--- src/rtl/dsr_pkg.sv ---
package dsr_pkg;

    // Which clock transition a register bank responds to.
    typedef enum logic {
        EDGE_RISE = 1'b0,
        EDGE_FALL = 1'b1
    } edge_pol_e;

endpackage

--- src/rtl/dsr_shift_next.sv ---
// Computes the word that one shift step produces from the current state.
module dsr_shift_next #(
    parameter int W = 8
) (
    input  logic [W-1:0] state_i,
    input  logic         sin_i,
    output logic [W-1:0] next_o
);

    for (genvar i = 0; i < W; i++) begin : g_bit
        if (i == 0) begin : g_low
            assign next_o[i] = sin_i;
        end else begin : g_up
            assign next_o[i] = state_i[i-1];
        end
    end

endmodule

--- src/rtl/dsr_edge_bank.sv ---
// One single-edge register bank. On its edge it stores target XOR peer so
// that the XOR of both banks afterwards equals the target word.
module dsr_edge_bank #(
    parameter int                W   = 8,
    parameter dsr_pkg::edge_pol_e POL = dsr_pkg::EDGE_RISE
) (
    input  logic         clk_i,
    input  logic         clr_i,
    input  logic         en_i,
    input  logic [W-1:0] target_i,
    input  logic [W-1:0] peer_i,
    output logic [W-1:0] bank_o
);

    typedef struct packed {
        logic [W-1:0] bank;
    } bank_st_t;

    bank_st_t st_d, st_q;

    always_comb begin
        st_d = st_q;
        if (en_i) begin
            st_d.bank = target_i ^ peer_i;
        end
    end

    if (POL == dsr_pkg::EDGE_RISE) begin : g_rise
        always_ff @(posedge clk_i or posedge clr_i) begin
            if (clr_i) begin
                st_q <= '0;
            end else begin
                st_q <= st_d;
            end
        end
    end else begin : g_fall
        always_ff @(negedge clk_i or posedge clr_i) begin
            if (clr_i) begin
                st_q <= '0;
            end else begin
                st_q <= st_d;
            end
        end
    end

    assign bank_o = st_q.bank;

endmodule

--- src/rtl/dsr_stage.sv ---
// One cascadable stage built from a rising bank and a falling bank.
module dsr_stage #(
    parameter int W = 8
) (
    input  logic         clk_i,
    input  logic         clr_i,
    input  logic         en_i,
    input  logic         sin_i,
    output logic [W-1:0] q_o
);

    logic [W-1:0] rise_bank;
    logic [W-1:0] fall_bank;
    logic [W-1:0] vis;
    logic [W-1:0] tgt;

    assign vis = rise_bank ^ fall_bank;
    assign q_o = vis;

    dsr_shift_next #(.W(W)) u_next (
        .state_i (vis),
        .sin_i   (sin_i),
        .next_o  (tgt)
    );

    dsr_edge_bank #(.W(W), .POL(dsr_pkg::EDGE_RISE)) u_rise (
        .clk_i    (clk_i),
        .clr_i    (clr_i),
        .en_i     (en_i),
        .target_i (tgt),
        .peer_i   (fall_bank),
        .bank_o   (rise_bank)
    );

    dsr_edge_bank #(.W(W), .POL(dsr_pkg::EDGE_FALL)) u_fall (
        .clk_i    (clk_i),
        .clr_i    (clr_i),
        .en_i     (en_i),
        .target_i (tgt),
        .peer_i   (rise_bank),
        .bank_o   (fall_bank)
    );

    // Snapshots of the ports taken at each edge, used only by the checks below.
    typedef struct packed {
        logic [W-1:0] q;
        logic         en;
        logic         sin;
        logic         valid;
    } snap_t;

    snap_t rsnap_d, rsnap_q, fsnap_d, fsnap_q;

    always_comb begin
        rsnap_d       = rsnap_q;
        rsnap_d.q     = q_o;
        rsnap_d.en    = en_i;
        rsnap_d.sin   = sin_i;
        rsnap_d.valid = 1'b1;
        fsnap_d       = rsnap_d;
    end

    always_ff @(posedge clk_i or posedge clr_i) begin
        if (clr_i) begin
            rsnap_q <= '0;
        end else begin
            rsnap_q <= rsnap_d;
        end
    end

    always_ff @(negedge clk_i or posedge clr_i) begin
        if (clr_i) begin
            fsnap_q <= '0;
        end else begin
            fsnap_q <= fsnap_d;
        end
    end

    // a rising edge with enable shifted exactly once.
    a_r2_rise_shift: assert property (@(negedge clk_i) disable iff (clr_i)
        (rsnap_q.valid && rsnap_q.en) |-> (q_o == {rsnap_q.q[W-2:0], rsnap_q.sin}));

    // a falling edge with enable shifted exactly once.
    a_r3_fall_shift: assert property (@(posedge clk_i) disable iff (clr_i)
        (fsnap_q.valid && fsnap_q.en) |-> (q_o == {fsnap_q.q[W-2:0], fsnap_q.sin}));

    // a rising edge without enable changed nothing.
    a_r5_rise_hold: assert property (@(negedge clk_i) disable iff (clr_i)
        (rsnap_q.valid && !rsnap_q.en) |-> (q_o == rsnap_q.q));

    // a falling edge without enable changed nothing.
    a_r5_fall_hold: assert property (@(posedge clk_i) disable iff (clr_i)
        (fsnap_q.valid && !fsnap_q.en) |-> (q_o == fsnap_q.q));

endmodule

--- src/rtl/dual_edge_sipo.sv ---
// Chain of dual-edge stages sharing clock, enable and clear.
module dual_edge_sipo #(
    parameter int STAGE_W = 8,
    parameter int STAGES  = 2
) (
    input  logic                       clk_i,
    input  logic                       clr_i,
    input  logic                       en_i,
    input  logic                       sin_i,
    output logic [STAGES*STAGE_W-1:0]  q_o
);

    localparam int TOTAL_W = STAGES * STAGE_W;

    logic [STAGES:0] link;

    assign link[0] = sin_i;

    for (genvar s = 0; s < STAGES; s++) begin : g_stage
        logic [STAGE_W-1:0] sq;

        dsr_stage #(.W(STAGE_W)) u_stage (
            .clk_i (clk_i),
            .clr_i (clr_i),
            .en_i  (en_i),
            .sin_i (link[s]),
            .q_o   (sq)
        );

        assign link[s+1] = sq[STAGE_W-1];
        assign q_o[s*STAGE_W +: STAGE_W] = sq;
    end

    // clear held across a rising edge keeps every output low.
    a_r1_clear_rise: assert property (@(posedge clk_i)
        clr_i |-> (q_o == {TOTAL_W{1'b0}}));

    // clear held across a falling edge keeps every output low.
    a_r1_clear_fall: assert property (@(negedge clk_i)
        clr_i |-> (q_o == {TOTAL_W{1'b0}}));

endmodule

--- config.mk ---
export PLATFORM = sky130hd
export DESIGN_NAME = dual_edge_sipo
export DESIGN_NICKNAME = d
export VERILOG_FILES = /design/src/rtl/dsr_pkg.sv /design/src/rtl/dsr_shift_next.sv /design/src/rtl/dsr_edge_bank.sv /design/src/rtl/dsr_stage.sv /design/src/rtl/dual_edge_sipo.sv
export SDC_FILE = /design/constraint.sdc
export NUM_CORES = 1
export LEC_CHECK = 0
export ABC_AREA = 1
export BUFFER_PORTS_ARGS = -buffer_cell sky130_fd_sc_hd__buf_2
export CORE_MARGIN = 10
export CORE_UTILIZATION = 53
export CTS_CLUSTER_DIAMETER = 40
export DETAILED_ROUTE_END_ITERATION = 6
export MAX_ROUTING_LAYER = met4
export PLACE_DENSITY = 0.88
export SLEW_MARGIN = 20
export SYNTH_ARGS = -nofsm -noshare
export SYNTH_HDL_FRONTEND = slang
export SYNTH_SLANG_ARGS = --single-unit
--- constraint.sdc ---
create_clock -name clk_i -period 1 [get_ports clk_i]
set_clock_uncertainty 0.1 [all_clocks]
set_input_delay 0.1 -clock clk_i [delete_from_list [all_inputs] [get_ports clk_i]]
set_output_delay 0.1 -clock clk_i [all_outputs]
set_load 0.005 [all_outputs]
==> results.md, run 1 <==
Placed design:
- The final weighted congestion in routability-driven placement is roughly 0.78.
- At the placement stage, the worst setup path has a slack of -575 ps.
- Detailed placement ended at an HPWL of between 3 and 4 mm.
- After detailed placement, the design holds a cell count of 380.
- The count of buffers added on input and output ports is 19.
- The post-placement cell area is 2330 µm².

Floorplan:
- The floorplan has 22 rows.
- The floorplan step set the die width to 80.9 µm.
- 20 I/O pins were placed.
- The chip height is 80.9 µm.
- For this configuration, the core starts out at a cell density of 0.541.

Clock network:
- The TritonCTS sink count is 32.
- CTS placed an instance of clkbuf_8 at the clock tree root.
- The H-tree level count is 2.
- The clock passes through at most 2 buffers.
- Counting the buffers created by CTS gives 5.

Synthesis:
- The synthesized netlist occupies a cell area of 1960 µm².
- The post-synthesis sequential element count is 32.
- The number of nets in the synthesized netlist is 307.
- The Yosys step of the flow raised 0 warnings.
- After synthesis, the cell types taking the most area are nand2_1, nand3_1, dfrtn_1, dfrtp_1, inv_1.
- The synthesized area per cell is around 6.5 µm².
- Yosys mapped the design onto 12 distinct sky130hd cell types.
- Of the post-synthesis cell area, the dominant cell type holds 0.262.
- The gate count of the mapped netlist is 303.
- The biggest area consumer among synthesized cells is nand2_1.
- The share of the Yosys chip area taken by registers is 0.408.

GRT:
- The largest net degree at the start of global routing is 24.

Run status:
- The tool reported: "[ERROR DPL-0038] Utilization greater than 100%, impossible to legalize".
- The run stopped with a tool error.
- The terminating stage of the flow is 5_1_grt.

STA:
- After the last repair the worst path ends at a top-level output.
- The global-route repair_timing pass left the worst setup endpoint at q_o[3].
==> synth_stat cells <==
| cell | instances |
|---|---|
| nand2_1 | 137 |
| nand3_1 | 88 |
| inv_1 | 31 |
| dfrtn_1 | 16 |
| dfrtp_1 | 16 |
| buf_2 | 6 |
| nand3b_1 | 2 |
| o21ai_0 | 2 |
| xnor2_1 | 2 |
| buf_4 | 1 |
| inv_2 | 1 |
| xor2_1 | 1 |
==> stage by stage <==
step / util / hold slack [ps]
global placement: 0.640 / 50.0
floorplan: - / -71.8
CTS: 0.893 / 116
detailed placement: 0.640 / 54.0
==> kinds of logic after synthesis <==
kind of cell,count (synthesis),share of synthesized area
xor+xnor,3,0.0134
flops,32,0.408
buf+inv,39,0.0803
compound gates,2,0.00510
simple gates,227,0.494
==> repair_timing <==
item                       in CTS
gates cloned                    0
hold buffers                    3
pin swaps                      41
setup endpoints to repair      48
resized for setup              90
hold endpoints to repair       16
buffers inserted               67
==> inputs of run 2 (changes only) <==
--- a/config.mk
+++ b/config.mk
@@ -8,11 +8,9 @@
 export ABC_AREA = 1
 export BUFFER_PORTS_ARGS = -buffer_cell sky130_fd_sc_hd__buf_2
 export CORE_MARGIN = 10
-export CORE_UTILIZATION = 53
-export CTS_CLUSTER_DIAMETER = 40
+export CORE_UTILIZATION = 40
 export DETAILED_ROUTE_END_ITERATION = 6
-export MAX_ROUTING_LAYER = met4
-export PLACE_DENSITY = 0.88
+export PLACE_DENSITY_LB_ADDON = 0.15
 export SLEW_MARGIN = 20
 export SYNTH_ARGS = -nofsm -noshare
 export SYNTH_HDL_FRONTEND = slang
==> constraint.sdc (replaced) <==
create_clock -name clk_i -period 1.3 [get_ports clk_i]
set_clock_uncertainty 0.1 [all_clocks]
set_input_delay 0.13 -clock clk_i [delete_from_list [all_inputs] [get_ports clk_i]]
set_output_delay 0.13 -clock clk_i [all_outputs]
set_load 0.005 [all_outputs]
==> run 2 against run 1 <==
  * Synthesized cell count did not move
  * Area after synthesis did not move
  * The flow now finishes, with violations (setup timing)
==> results.md, run 2 <==
Power and ir drop:
- The share of total power dissipated in sequential elements is 0.219.
- Of the total power, the share spent switching nets is 0.450.
- Dividing total power by cell area gives a power density of 2760 nW/µm².
- In this run the static leakage power is 1.99 nW.
- Of the total power, the clock network draws 0.069.
- Summed over all nets, the switching power comes to between 4 and 5 mW.
- IR analysis of the VDD net gives a maximum drop of about 0.0016 V.
- The internal portion of the total power is 5.74 mW.
- The share of total power dissipated in combinational logic is 0.712.

Critical path:
- The dominant delay contributor by cell family on the critical path is flip-flops.
- The worst endpoint data arrival time is 1750 ps.
- The type of origin of the critical path is a flip-flop.
- The required time reported for the critical path endpoint is ~1100 ps.
- The category of the critical setup timing path is reg2out.
- In this design, the stage delay of the slowest critical-path cell is 510 ps.
- The number of buffers and inverters on the critical path is 2.
- The category of the worst setup path capture point is an output port.
- The highest fanout seen on the critical path is 3.
- Traced cell by cell, the critical path runs through inv_2, nand2_2, nand2_1, buf_2.
- The largest individual stage delay along the critical path comes from the cell dfrtn_1.

Drt:
- In this run, the number of DRC markers left after iteration 0 of detailed routing was 61.
- The average via count per standard cell is 5.06.
- The pre-antenna-repair detailed-routing pass consisted of 4 iterations.
- The DRC violation count after routing is 0.
- The wire length per cell is about 14 µm.
- The final layout contains routed wiring with a total length of 6.66 mm.
- The via count of the routed design is between 2,000 and 2,500.
- The post-detailed-route count of antenna-violating nets is 0.

Synthesis:
- The fraction of post-synthesis cell area in the top cell type by area is 0.262 (unchanged).
- Main area contributors after synthesis: nand2_1, nand3_1, dfrtn_1, dfrtp_1, inv_1 (unchanged).
- The dominant cell by count in the synthesized netlist is nand2_1 (unchanged).
- Top cells by count, synth: nand2_1, nand3_1, inv_1 (unchanged).
- The total of warnings raised by yosys is 0 (unchanged).
- The flip-flop cell with the highest count after synthesis is dfrtp_1 (unchanged).
- The post-synthesis sequential element count was 32 (unchanged).
- The number of synthesized flops with an enable pin is 0 (unchanged).
- The synthesized area per cell is 6.48 µm² (unchanged).
- The biggest area consumer among synthesized cells was nand2_1 (unchanged).
- The cell area after synthesis is 1960 µm² (unchanged).
- The async set-reset flop share out of synthesis is 1.00 (unchanged).
- The register area share after synthesis was 0.408 (unchanged).
- The post-synthesis cell type count is 12 (unchanged).
- The net count after synthesis is 307 (unchanged).
- The gate count of the mapped netlist is 303 (unchanged).

STA:
- At the pin with the least slew margin, the transition time is 285 ps.
- The worst-case headroom to the max-slew limit is 0.810.
- Setup total negative slack on the finished layout was measured at -24,820 ps.
- The number of max-slew violations in the final report is 0.
- The final-report hold violation count was 0.
- Setup repair after global routing could not meet its margin everywhere.
- Setup violations remaining at the end of the flow were counted as 48.
- Setup slack on the critical path of the routed design comes to -685 ps.

Placed design:
- The worst slack at placement is -419 ps (was -575 ps).
- The post-placement cell area is 2400 µm² (was 2330 µm²).
- The count of input and output buffers is 19 (unchanged).
- The final weighted congestion in routability-driven placement is 0.831 (was 0.782).
- The half-perimeter wire length after detailed placement is 3.32 mm (was 3.40 mm).

GRT:
- The largest net degree at the start of global routing is 21.
- The number of global-route vias before repair is 2,429.
- The total congestion overflow is 0.
- The global-route met2 utilization is 0.265.
- The wire length of the first global-routing pass is 10.1 mm.
- The initial antenna violation count was 0.
- The met1 layer usage reported by global route is 0.154.
- For this run, the total global-route usage over all layers was measured as 0.140.
- The global routing met3 resource utilization is 0.0258.
- The most crowded layer after global routing is met2.

Cells and area:
- The final instance area is 3790 µm².
- In the final layout, the share of cells above drive strength 1 is 0.706.
- The number of antenna cells inserted is 0.
- Leaving out fill and tap cells, the most frequent cells in the layout are nand2_1, nand3_2, buf_4, buf_6, nand2_2.
- Counting the fill cells in the layout gives 318.
- The count of nets after finishing is 421.
- The area added between synthesis and finish is 92.9%.
- Leaving out fill and tap cells, the most frequent cell in the layout is nand2_1.

Floorplan:
- The number of ports placed on the die boundary was 20 (unchanged).
- The initial core utilization is 0.413 (was 0.541).
- The chip height is 90.1 µm (was 80.9 µm).
- The die covers 8110 µm².
- The chip width is 90.1 µm (was 80.9 µm).
- The number of rows in the core area came to 25 (was 22).
- The total core area is 4750 µm².

Run status:
- Result of the run: finished with violations (was aborted with a tool error).
- The checks that failed: setup timing.

Hold path:
- The type of the most critical hold path is in2async.

Clock network:
- The number of buffers on the longest clock path is 2 (unchanged).
- The root buffer cell was clkbuf_8 (unchanged).
- The clock slew at the register clock pins of the worst setup and hold paths is 60 ps.
- The total clock buffers created by CTS is 5 (unchanged).
- The H-tree level count is 2 (unchanged).
- The CTS tree is done.
- The TritonCTS sink count is 32 (unchanged).
- Clock latency on the worst-skew pair, taken at its later pin, is about 280 ps.

Job:
- The reported max-cap violation count is 0.
==> run 2: cell counts after synthesis <==
No cell type changed its count.
==> run 2: final timing paths <==
| path | slack, ps | startpoint | cells past startpoint | end |
|---|---|---|---|---|
| worst min-delay path | 120 | clr_i | 4 | g_stage[1].u_stage.u_rise.bank_o[0] |
| max in group asynchronous | 270 | clr_i | 4 | g_stage[1].u_stage.u_fall.bank_o[5] |
| worst max-delay path | -680 | g_stage[0].u_stage.u_fall.bank_o[2] | 4 | q_o[2] |
| worst max register to register | -540 | g_stage[1].u_stage.u_fall.bank_o[5] | 6 | g_stage[1].u_stage.u_rise.bank_o[6] |
| min in group clk_i | 150 | sin_i | 4 | g_stage[0].u_stage.u_rise.bank_o[0] |
| worst min register to register | 450 | g_stage[1].u_stage.u_rise.bank_o[6] | 2 | g_stage[1].u_stage.u_rise.bank_o[6] |
==> run 2: cell families (layout without fill, tap and decap cells) <==
group / after synthesis / after routing / share of synthesized area
simple gates: 227 / 227 / 0.494
xor+xnor: 3 / 3 / 0.0134
buf+inv: 39 / 154 / 0.0803
flops: 32 / 32 / 0.408
compound gates: 2 / 2 / 0.00510
==> run 2: power groups by stage <==
stage	registers (mW)	clock network [mW]	logic (mW)
final	2.29	0.720	7.43
after global routing	2.38	0.781	8.12
after CTS	2.18	0.740	5.61
after detailed placement	2.23	0	3.55
after global placement	2.22	0	3.50
after floorplan	2.10	0	2.47
==> run 2: final cells by class <==
type | instances | area (µm²) | area share
inverters | 32 | 139 | 0.0366
clock buffers | 7 | 76.3 | 0.0201
multi-input cells | 232 | 1630 | 0.430
clock inverters | 1 | 5.00 | 0.00132
flip-flops and latches | 32 | 817 | 0.216
well taps | 67 | 83.8 | 0.0221
repair buffers | 114 | 1040 | 0.274
==> run 2: per-stage QoR <==
step	std cells	hold WS (ps)	utilization	total power [mW]
global route	485	143	0.797	11.3
global placement	404	-46.1	0.504	5.72
CTS	469	132	0.677	8.53
detailed placement	404	-47.1	0.504	5.78
floorplan	303	-41.8	-	4.57
finish	485	116	0.797	10.4
==> run 2: tightest hold or removal path, cell delays in order <==
cell	delay (ps)
buf_2	110
clkinvlp_4	70
dlymetal6s4s_1	340
buf_12	180
==> run 2: layer usage <==
layer / wire [µm] / up-vias
li1: - / 1204
met1: 2600 / 1170
met2: 3640 / 53
met3: 200 / 25
met4: 217 / 0
met5: 0 / -
==> run 2: timing repair <==
| item | in CTS | in global routing |
|---|---|---|
| hold buffers | 1 | 1 |
| resized for setup | 81 | 115 |
| endpoints found under the hold margin | 16 | 2 |
| setup buffers | 67 | 28 |
| endpoints found under the setup margin | 48 | 63 |
| pin swaps | 46 | 57 |
No activity file was read; power rests on OpenSTA's default activity.
